File: src/rtl/bkpt_pkg.sv
package bkpt_pkg;
  localparam int WORD_W = 32;
  typedef logic [WORD_W-1:0] word_t;

  // Mask bit 1 = ignore that bit.
  function automatic logic masked_eq(word_t v, word_t r, word_t m);
    return ((v ^ r) & ~m) == '0;
  endfunction

  // Inclusive bounds on both sides.
  function automatic logic in_span(word_t a, word_t lo, word_t hi);
    return (a >= lo) && (a <= hi);
  endfunction

  function automatic logic addr_sel(logic rng, word_t a, word_t lo, word_t hi);
    return rng ? in_span(a, lo, hi) : (a == lo);
  endfunction
endpackage

File: src/rtl/bkpt_regs.sv
module bkpt_regs
  import bkpt_pkg::*;
#(
  parameter int NUM_PC   = 4,
  parameter int NUM_ADDR = 2,
  parameter int ATTR_W   = 8,
  parameter int SEL_W    = 4
) (
  input  logic                        clk,
  input  logic                        rst_n,
  input  logic                        wr_en,
  input  logic [SEL_W-1:0]            wr_sel,
  input  word_t                       wr_data,
  output logic [NUM_PC-1:0][WORD_W-1:0]   pc_bp,
  output word_t                       pc_mask,
  output logic [NUM_ADDR-1:0][WORD_W-1:0] a_lo,
  output logic [NUM_ADDR-1:0][WORD_W-1:0] a_hi,
  output logic [ATTR_W-1:0]           attr_val,
  output logic [ATTR_W-1:0]           attr_msk,
  output logic [NUM_ADDR-1:0][WORD_W-1:0] d_val,
  output logic [NUM_ADDR-1:0][WORD_W-1:0] d_msk,
  output logic [NUM_PC-1:0]           pc_en,
  output logic [NUM_ADDR-1:0]         a_en,
  output logic [NUM_ADDR-1:0]         d_en,
  output logic [NUM_ADDR-1:0]         a_rng,
  output logic [NUM_ADDR-1:0]         d_any
);
  localparam int IDX_PCM  = NUM_PC;
  localparam int IDX_A    = NUM_PC + 1;
  localparam int IDX_AV   = IDX_A + 2 * NUM_ADDR;
  localparam int IDX_AM   = IDX_AV + 1;
  localparam int IDX_D    = IDX_AM + 1;
  localparam int IDX_CTL  = IDX_D + 2 * NUM_ADDR;
  localparam int NUM_REGS = IDX_CTL + 1;
  localparam int C_AEN    = NUM_PC;
  localparam int C_DEN    = C_AEN + NUM_ADDR;
  localparam int C_RNG    = C_DEN + NUM_ADDR;
  localparam int C_ANY    = C_RNG + NUM_ADDR;
  localparam int C_END    = C_ANY + NUM_ADDR;

  word_t regs [NUM_REGS];

  always_ff @(posedge clk) begin
    for (int k = 0; k < NUM_REGS; k++) begin
      if (!rst_n)                                regs[k] <= '0;
      else if (wr_en && wr_sel == SEL_W'(k))     regs[k] <= wr_data;
    end
  end

  genvar gp, ga;
  generate
    for (gp = 0; gp < NUM_PC; gp++) begin : g_pc
      assign pc_bp[gp] = regs[gp];
    end
    for (ga = 0; ga < NUM_ADDR; ga++) begin : g_ad
      assign a_lo[ga]  = regs[IDX_A + 2*ga];
      assign a_hi[ga]  = regs[IDX_A + 2*ga + 1];
      assign d_val[ga] = regs[IDX_D + 2*ga];
      assign d_msk[ga] = regs[IDX_D + 2*ga + 1];
    end
  endgenerate

  assign pc_mask  = regs[IDX_PCM];
  assign attr_val = regs[IDX_AV][ATTR_W-1:0];
  assign attr_msk = regs[IDX_AM][ATTR_W-1:0];
  assign pc_en    = regs[IDX_CTL][NUM_PC-1:0];
  assign a_en     = regs[IDX_CTL][C_AEN +: NUM_ADDR];
  assign d_en     = regs[IDX_CTL][C_DEN +: NUM_ADDR];
  assign a_rng    = regs[IDX_CTL][C_RNG +: NUM_ADDR];
  assign d_any    = regs[IDX_CTL][C_ANY +: NUM_ADDR];

  // Stored but not decoded: kept so a write still replaces all bits.
  logic unused_bits;
  assign unused_bits = ^{regs[IDX_CTL][WORD_W-1:C_END],
                         regs[IDX_AV][WORD_W-1:ATTR_W],
                         regs[IDX_AM][WORD_W-1:ATTR_W]};

  genvar gk;
  generate
    for (gk = 0; gk < NUM_REGS; gk++) begin : g_chk
      assert_full_write_R2: assert property (@(posedge clk) disable iff (!rst_n)
        (wr_en && wr_sel == SEL_W'(gk)) |=> regs[gk] == $past(wr_data));
    end
  endgenerate

  assert_reset_clear_R1: assert property (@(posedge clk)
    $rose(rst_n) |-> regs[IDX_CTL] == '0);
endmodule

File: src/rtl/bkpt_pc_cmp.sv
module bkpt_pc_cmp
  import bkpt_pkg::*;
#(
  parameter int NUM_PC = 4
) (
  input  logic                          clk,
  input  logic                          rst_n,
  input  word_t                         pc,
  input  logic                          pc_vld,
  input  logic [NUM_PC-1:0][WORD_W-1:0] bp,
  input  word_t                         mask,
  input  logic [NUM_PC-1:0]             en,
  output logic [NUM_PC-1:0]             hit
);
  logic [NUM_PC-1:0] pc_match;

  genvar k;
  generate
    for (k = 0; k < NUM_PC; k++) begin : g_slot
      assign pc_match[k] = masked_eq(pc, bp[k], mask);

      always_ff @(posedge clk) begin
        if (!rst_n) hit[k] <= 1'b0;
        else        hit[k] <= pc_vld && en[k] && pc_match[k];
      end

      assert_pc_off_R10: assert property (@(posedge clk) disable iff (!rst_n)
        hit[k] |-> ($past(en[k]) && $past(pc_vld)));
      assert_pc_masked_R4: assert property (@(posedge clk) disable iff (!rst_n)
        hit[k] |-> ((($past(pc) ^ $past(bp[k])) & ~$past(mask)) == '0));
    end
  endgenerate
endmodule

File: src/rtl/bkpt_addr_cmp.sv
module bkpt_addr_cmp
  import bkpt_pkg::*;
#(
  parameter int NUM_ADDR = 2,
  parameter int ATTR_W   = 8,
  parameter int ATTR_IDX = 1
) (
  input  logic                            clk,
  input  logic                            rst_n,
  input  word_t                           addr,
  input  logic [ATTR_W-1:0]               attr,
  input  logic                            vld,
  input  logic [NUM_ADDR-1:0][WORD_W-1:0] lo,
  input  logic [NUM_ADDR-1:0][WORD_W-1:0] hi,
  input  logic [ATTR_W-1:0]               attr_val,
  input  logic [ATTR_W-1:0]               attr_msk,
  input  logic [NUM_ADDR-1:0]             en,
  input  logic [NUM_ADDR-1:0]             rng,
  output logic [NUM_ADDR-1:0]             live,
  output logic [NUM_ADDR-1:0]             hit
);
  logic [NUM_ADDR-1:0] span_ok;
  logic [NUM_ADDR-1:0] attr_ok;

  genvar i;
  generate
    for (i = 0; i < NUM_ADDR; i++) begin : g_cmp
      assign span_ok[i] = addr_sel(rng[i], addr, lo[i], hi[i]);

      if (i == ATTR_IDX) begin : g_attr
        assign attr_ok[i] = masked_eq(WORD_W'(attr), WORD_W'(attr_val),
                                      WORD_W'(attr_msk));
      end else begin : g_noattr
        assign attr_ok[i] = 1'b1;
      end

      assign live[i] = vld && en[i] && span_ok[i] && attr_ok[i];

      always_ff @(posedge clk) begin
        if (!rst_n) hit[i] <= 1'b0;
        else        hit[i] <= live[i];
      end

      assert_addr_off_R10: assert property (@(posedge clk) disable iff (!rst_n)
        hit[i] |-> ($past(en[i]) && $past(vld)));
      assert_addr_range_R6: assert property (@(posedge clk) disable iff (!rst_n)
        (hit[i] && $past(rng[i])) |->
          ($past(addr) >= $past(lo[i]) && $past(addr) <= $past(hi[i])));
      assert_addr_single_R5: assert property (@(posedge clk) disable iff (!rst_n)
        (hit[i] && !$past(rng[i])) |-> $past(addr) == $past(lo[i]));
    end
  endgenerate
endmodule

File: src/rtl/bkpt_data_cmp.sv
module bkpt_data_cmp
  import bkpt_pkg::*;
#(
  parameter int NUM_ADDR = 2
) (
  input  logic                            clk,
  input  logic                            rst_n,
  input  word_t                           data,
  input  logic                            vld,
  input  logic [NUM_ADDR-1:0][WORD_W-1:0] dval,
  input  logic [NUM_ADDR-1:0][WORD_W-1:0] dmsk,
  input  logic [NUM_ADDR-1:0]             en,
  input  logic [NUM_ADDR-1:0]             any,
  input  logic [NUM_ADDR-1:0]             addr_live,
  output logic [NUM_ADDR-1:0]             hit
);
  logic [NUM_ADDR-1:0] data_match;
  logic [NUM_ADDR-1:0] qual_ok;

  genvar i;
  generate
    for (i = 0; i < NUM_ADDR; i++) begin : g_cmp
      assign data_match[i] = masked_eq(data, dval[i], dmsk[i]);
      assign qual_ok[i]    = any[i] || addr_live[i];

      always_ff @(posedge clk) begin
        if (!rst_n) hit[i] <= 1'b0;
        else        hit[i] <= vld && en[i] && data_match[i] && qual_ok[i];
      end

      assert_data_qual_R9: assert property (@(posedge clk) disable iff (!rst_n)
        hit[i] |-> ($past(any[i]) || $past(addr_live[i])));
      assert_data_mask_R8: assert property (@(posedge clk) disable iff (!rst_n)
        hit[i] |-> ((($past(data) ^ $past(dval[i])) & ~$past(dmsk[i])) == '0));
    end
  endgenerate
endmodule

File: src/rtl/bkpt_match.sv
module bkpt_match
  import bkpt_pkg::*;
#(
  parameter int NUM_PC   = 4,
  parameter int NUM_ADDR = 2,
  parameter int ATTR_W   = 8,
  parameter int ATTR_IDX = 1,
  parameter int SEL_W    = 4
) (
  input  logic                clk,
  input  logic                rst_n,
  input  logic                wr_en,
  input  logic [SEL_W-1:0]    wr_sel,
  input  logic [31:0]         wr_data,
  input  logic [31:0]         pc,
  input  logic                pc_vld,
  input  logic [31:0]         bus_addr,
  input  logic [ATTR_W-1:0]   bus_attr,
  input  logic [31:0]         bus_data,
  input  logic                bus_vld,
  output logic [NUM_PC-1:0]   pc_hit,
  output logic [NUM_ADDR-1:0] addr_hit,
  output logic [NUM_ADDR-1:0] data_hit,
  output logic                trigger
);
  logic [NUM_PC-1:0][WORD_W-1:0]   pc_bp;
  word_t                           pc_mask;
  logic [NUM_ADDR-1:0][WORD_W-1:0] a_lo, a_hi, d_val, d_msk;
  logic [ATTR_W-1:0]               attr_val, attr_msk;
  logic [NUM_PC-1:0]               pc_en;
  logic [NUM_ADDR-1:0]             a_en, d_en, a_rng, d_any;
  logic [NUM_ADDR-1:0]             addr_live;

  bkpt_regs #(.NUM_PC(NUM_PC), .NUM_ADDR(NUM_ADDR), .ATTR_W(ATTR_W), .SEL_W(SEL_W))
  u_regs (
    .clk(clk), .rst_n(rst_n), .wr_en(wr_en), .wr_sel(wr_sel), .wr_data(wr_data),
    .pc_bp(pc_bp), .pc_mask(pc_mask), .a_lo(a_lo), .a_hi(a_hi),
    .attr_val(attr_val), .attr_msk(attr_msk), .d_val(d_val), .d_msk(d_msk),
    .pc_en(pc_en), .a_en(a_en), .d_en(d_en), .a_rng(a_rng), .d_any(d_any)
  );

  bkpt_pc_cmp #(.NUM_PC(NUM_PC)) u_pc (
    .clk(clk), .rst_n(rst_n), .pc(pc), .pc_vld(pc_vld), .bp(pc_bp),
    .mask(pc_mask), .en(pc_en), .hit(pc_hit)
  );

  bkpt_addr_cmp #(.NUM_ADDR(NUM_ADDR), .ATTR_W(ATTR_W), .ATTR_IDX(ATTR_IDX)) u_addr (
    .clk(clk), .rst_n(rst_n), .addr(bus_addr), .attr(bus_attr), .vld(bus_vld),
    .lo(a_lo), .hi(a_hi), .attr_val(attr_val), .attr_msk(attr_msk),
    .en(a_en), .rng(a_rng), .live(addr_live), .hit(addr_hit)
  );

  bkpt_data_cmp #(.NUM_ADDR(NUM_ADDR)) u_data (
    .clk(clk), .rst_n(rst_n), .data(bus_data), .vld(bus_vld), .dval(d_val),
    .dmsk(d_msk), .en(d_en), .any(d_any), .addr_live(addr_live), .hit(data_hit)
  );

  assign trigger = |{pc_hit, addr_hit, data_hit};

  assert_trig_source_R11: assert property (@(posedge clk) disable iff (!rst_n)
    $rose(trigger) |-> $past(pc_vld || bus_vld));
  assert_reset_quiet_R1: assert property (@(posedge clk)
    $rose(rst_n) |-> !trigger);
endmodule

File: config.mk
export PLATFORM = sky130hd
export DESIGN_NAME = bkpt_match
export DESIGN_NICKNAME = d
export VERILOG_FILES = /design/src/rtl/bkpt_pkg.sv /design/src/rtl/bkpt_regs.sv /design/src/rtl/bkpt_pc_cmp.sv /design/src/rtl/bkpt_addr_cmp.sv /design/src/rtl/bkpt_data_cmp.sv /design/src/rtl/bkpt_match.sv
export SDC_FILE = /design/constraint.sdc
export NUM_CORES = 1
export LEC_CHECK = 0
export CELL_PAD_IN_SITES_DETAIL_PLACEMENT = 1
export CELL_PAD_IN_SITES_GLOBAL_PLACEMENT = 1
export CORE_ASPECT_RATIO = 0.75
export CORE_UTILIZATION = 35
export DETAILED_ROUTE_END_ITERATION = 8
export PLACE_DENSITY_LB_ADDON = 0.2
export SYNTH_ARGS = -nofsm -noshare
export SYNTH_HDL_FRONTEND = slang
export SYNTH_SLANG_ARGS = --single-unit
File: constraint.sdc
create_clock -name clk -period 4.8 [get_ports clk]
set_clock_uncertainty 0.1 [all_clocks]
set_input_delay 0.96 -clock clk [delete_from_list [all_inputs] [get_ports clk]]
set_output_delay 0.96 -clock clk [all_outputs]
set_load 0.005 [all_outputs]
==> flow_summary_export.csv <==
group,metric,value,unit
critical_path,path_cells,"nor4_2, nand2_1, clkdlybuf4s50_1",
yosys,async_reset_ff_frac,0,
job,cap_violations,0,
timing,setup_viol,0,
timing,setup_tns,0,ps
timing,whs,369,ps
critical_path,required,3740,ps
placement,dp.cells,2801,
finish,final_cells,2891,
route,avgRoutedWirePerCell,24.3,um
clock_tree,clkLatencyLatePin,600,ps
hold_path,hold_depth,1,
grt,grt_antenna_before_repair,17,
yosys,ys_seq_area_frac,0.589,
finish,area_growth,17.5,%
timing,period_minus_slack,3560,ps
yosys,postSynthAreaPerCell,12.3,sq um
critical_path,max_stage_delay,960,ps
route,viasPerCell,5.08,
clock_tree,htreeDepth,2,
timing,rsz0062_at_grt,"no",
clock_tree,cts_made_buffers,49,
die,die_area,66500,sq um
finish,nets,2264,
critical_path,critPathArrivalTime,2500,ps
critical_path,worstSetupStartpoint,"u_pc.hit[1]$_SDFF_PN0_",
critical_path,crit-reg2reg-launch,"u_regs.regs[0][238]$_SDFFCE_PN0P_",
route,antenna_left,0,
die,core-area,64200,sq um
route,first_pass_iters,5,
route,vias,14700,
yosys,ys_ff_latch,452,
die,initial_utilization,0.357,
clock_tree,cts_sinks,452,
die,io_pins,154,
critical_path,end_kind,"output port",
placement,hpwl,49500,um
critical_path,crit_buf_inv,1,
hold_path,worstHoldStart,"u_regs.regs[1][235]$_SDFFCE_PN0P_",
die,die_h,224,um
grt,grt_max_degree,33,
power,vdd_drop_max,0.230,mV
yosys,synth_edf_count,444,
yosys,yosys_warnings,0,
timing,slew_headroom,0.253,
die,fp.dieW,297,um
timing,timing.final.crit_share,0.741,
power,leakagePower,9.86,nW
grt,grt_pass1_wl,103000,um
finish,layout-drive-gt1-share,0.0602,
clock_tree,clockRootBuffer,"clkbuf_16",
clock_tree,cts_hold_buf,0,
yosys,yosysUniqueCellTypes,52,
yosys,synth_top_area_frac,0.582,
timing,worst_pin_slew,1110,ps
yosys,syn_nets,2137,
placement,io_buffers,153,
route,route.detailed.drc,0,
clock_tree,clk_path_buf_depth,3,
critical_path,rrSetupSlack,2020,ps
yosys,synth_cells,1864,
power,p_per_area,343,nW/um^2
critical_path,slowest_stage,"nor4_2",
yosys,synth-main-ff-cell,"edfxtp_1",
grt,grt_overflow,0,
timing,hold_viol,0,
route,drtIter0Drc,1273,
yosys,synth_top_area_cell,"edfxtp_1",
critical_path,rr_worst_depth,9,
clock_tree,clk_pin_slew,60,ps
clock_tree,cts_setup_buffers,0,
timing,final_max_slew_viol_count,0,
hold_path,hold_path_end,"u_data.hit[1]$_SDFF_PN0_",
die,core.rowCount,80,
grt,first_global_vias,15600,
clock_tree,cts_tree,"done",
critical_path,worstSetupPathType,"flip-flop to output port",
status,status,"completed",
route,wirelength,70200,um
yosys,synth_area_leaders,"edfxtp_1 58%, and2_1 12%, xnor2_1 7.6%",
placement,gp_congestion,0.849,
critical_path,cp_max_fo,2,
critical_path,critPathLaunchType,"flip-flop",
hold_path,hp-class,"flip-flop to flip-flop",
critical_path,path_delay_family,"simple AND/OR/NAND/NOR gates",
timing,max_freq,0.281,GHz
yosys,syn-cell-area,22900,sq um
critical_path,reg2reg_to,"u_addr.hit[1]$_SDFF_PN0_",
clock_tree,post_cts_resized,0,
grt,grtUsageTotal,0.213,
-- per-stage QoR --
stage / setup WS, ps / area (sq um) / total power [mW] / utilization
after floorplan: 512 / 22900 / 5.31 / -
after CTS: 1160 / 26900 / 9.31 / 0.419
final: 1240 / 26900 / 9.23 / 0.419
after detailed placement: 786 / 25500 / 5.83 / 0.397
after global placement: 774 / 25500 / 5.80 / 0.397
after global routing: 1140 / 26900 / 9.57 / 0.419
-- where the power goes --
group | internal [mW] | switching (mW)
Clock | 1.88 | 1.61
Sequential | 4.57 | 0.104
Combinational | 0.434 | 0.637
Total | 6.88 | 2.35
-- cell usage in the layout, fill, tap and decap left out, types with 3 or more instances in the layout --
| cell | Yosys | layout |
|---|---|---|
| nand3_1 | 13 | 13 |
| clkinv_2 | 0 | 8 |
| buf_4 | 0 | 31 |
| a21o_1 | 7 | 7 |
| nor2b_1 | 4 | 4 |
| and2_1 | 446 | 446 |
| and4_1 | 3 | 3 |
| edfxtp_1 | 444 | 444 |
| xnor2_1 | 200 | 200 |
| o211ai_1 | 6 | 6 |
| o21ai_0 | 35 | 21 |
| o2111ai_1 | 6 | 6 |
| o21a_1 | 4 | 4 |
| clkdlybuf4s50_1 | 0 | 152 |
| nor4_1 | 17 | 16 |
| o21ai_4 | 0 | 12 |
| clkbuf_16 | 0 | 49 |
| o22a_1 | 18 | 18 |
| inv_1 | 129 | 129 |
| o22ai_1 | 63 | 63 |
| nand4_1 | 29 | 29 |
| ha_1 | 128 | 128 |
| clkbuf_1 | 108 | 14 |
| a221oi_1 | 3 | 3 |
| o221ai_1 | 12 | 12 |
| a21oi_1 | 51 | 51 |
| nor3_1 | 10 | 10 |
| a221o_1 | 3 | 3 |
| o21ai_1 | 2 | 3 |
| nor2_2 | 0 | 7 |
| clkinv_1 | 0 | 14 |
| dfxtp_1 | 8 | 8 |
| nor2_1 | 40 | 33 |
| nand2_1 | 43 | 43 |
-- final cells by class --
class,count,area (sq um)
inverters,130,488
well taps,861,1080
diodes,2,5.00
clock inverters,25,134
repair buffers,184,1760
fillers,6692,37200
multi-input cells,1174,8680
clock buffers,63,1280
flip-flops and latches,452,13500
-- logic make-up (layout without fill, tap and decap cells) --
logic type / after synthesis / after routing / synth area share
AOI/OAI and AO/OA: 226 / 226 / 0.0641
xor gates and xnor gates: 200 / 200 / 0.0765
adders and majority gates: 128 / 128 / 0.0699
buffers and inverters: 238 / 402 / 0.0390
DFF: 452 / 452 / 0.589
other: 0 / 2 / 0
and+or+nand+nor: 620 / 620 / 0.161
-- cells in the mapped netlist, drive strengths merged (2+ instances only) --
| cell type | instances |
|---|---|
| nand2b | 2 |
| edfxtp | 444 |
| o22a | 18 |
| o211ai | 6 |
| and2 | 446 |
| dfxtp | 8 |
| xnor2 | 200 |
| nor2b | 4 |
| a21oi | 52 |
| o21a | 4 |
| nand3 | 13 |
| o21ai | 37 |
| o22ai | 63 |
| nand2 | 43 |
| o2111ai | 6 |
| a221oi | 3 |
| a221o | 3 |
| inv | 130 |
| a21o | 7 |
| or4 | 2 |
| o221ai | 12 |
| nor3 | 11 |
| o211a | 2 |
| and4 | 3 |
| a22oi | 2 |
| ha | 128 |
| nand4 | 30 |
| nor4 | 18 |
| nand4b | 2 |
| clkbuf | 108 |
| o311ai | 2 |
| a31oi | 2 |
| nand3b | 2 |
| nor2 | 40 |
-- state kept, by name, indices dropped and copies added, names as in the netlist --
register,count
u_addr.hit,2
u_data.hit,2
u_pc.hit,4
u_regs.regs,444
-- metal layers --
layer	vias up	global-route usage	part of all wire
met2	329	0.335	0.45
met3	81	0.0339	0.049
met4	4	0.0557	0.022
met5	-	0	0.00038
li1	6772	-	-
met1	7491	0.305	0.48
-- worst max-delay path by stage --
stage	cells past startpoint	slack [ps]	to
floorplan	2	510	u_regs.regs[0][32]$_SDFFCE_PN0P_
global placement	9	770	u_addr.hit[1]$_SDFF_PN0_
detailed placement	9	790	u_addr.hit[1]$_SDFF_PN0_
CTS	3	1160	trigger
global route	3	1140	trigger
finish	3	1240	trigger
Power figures use the tool's default switching activity.
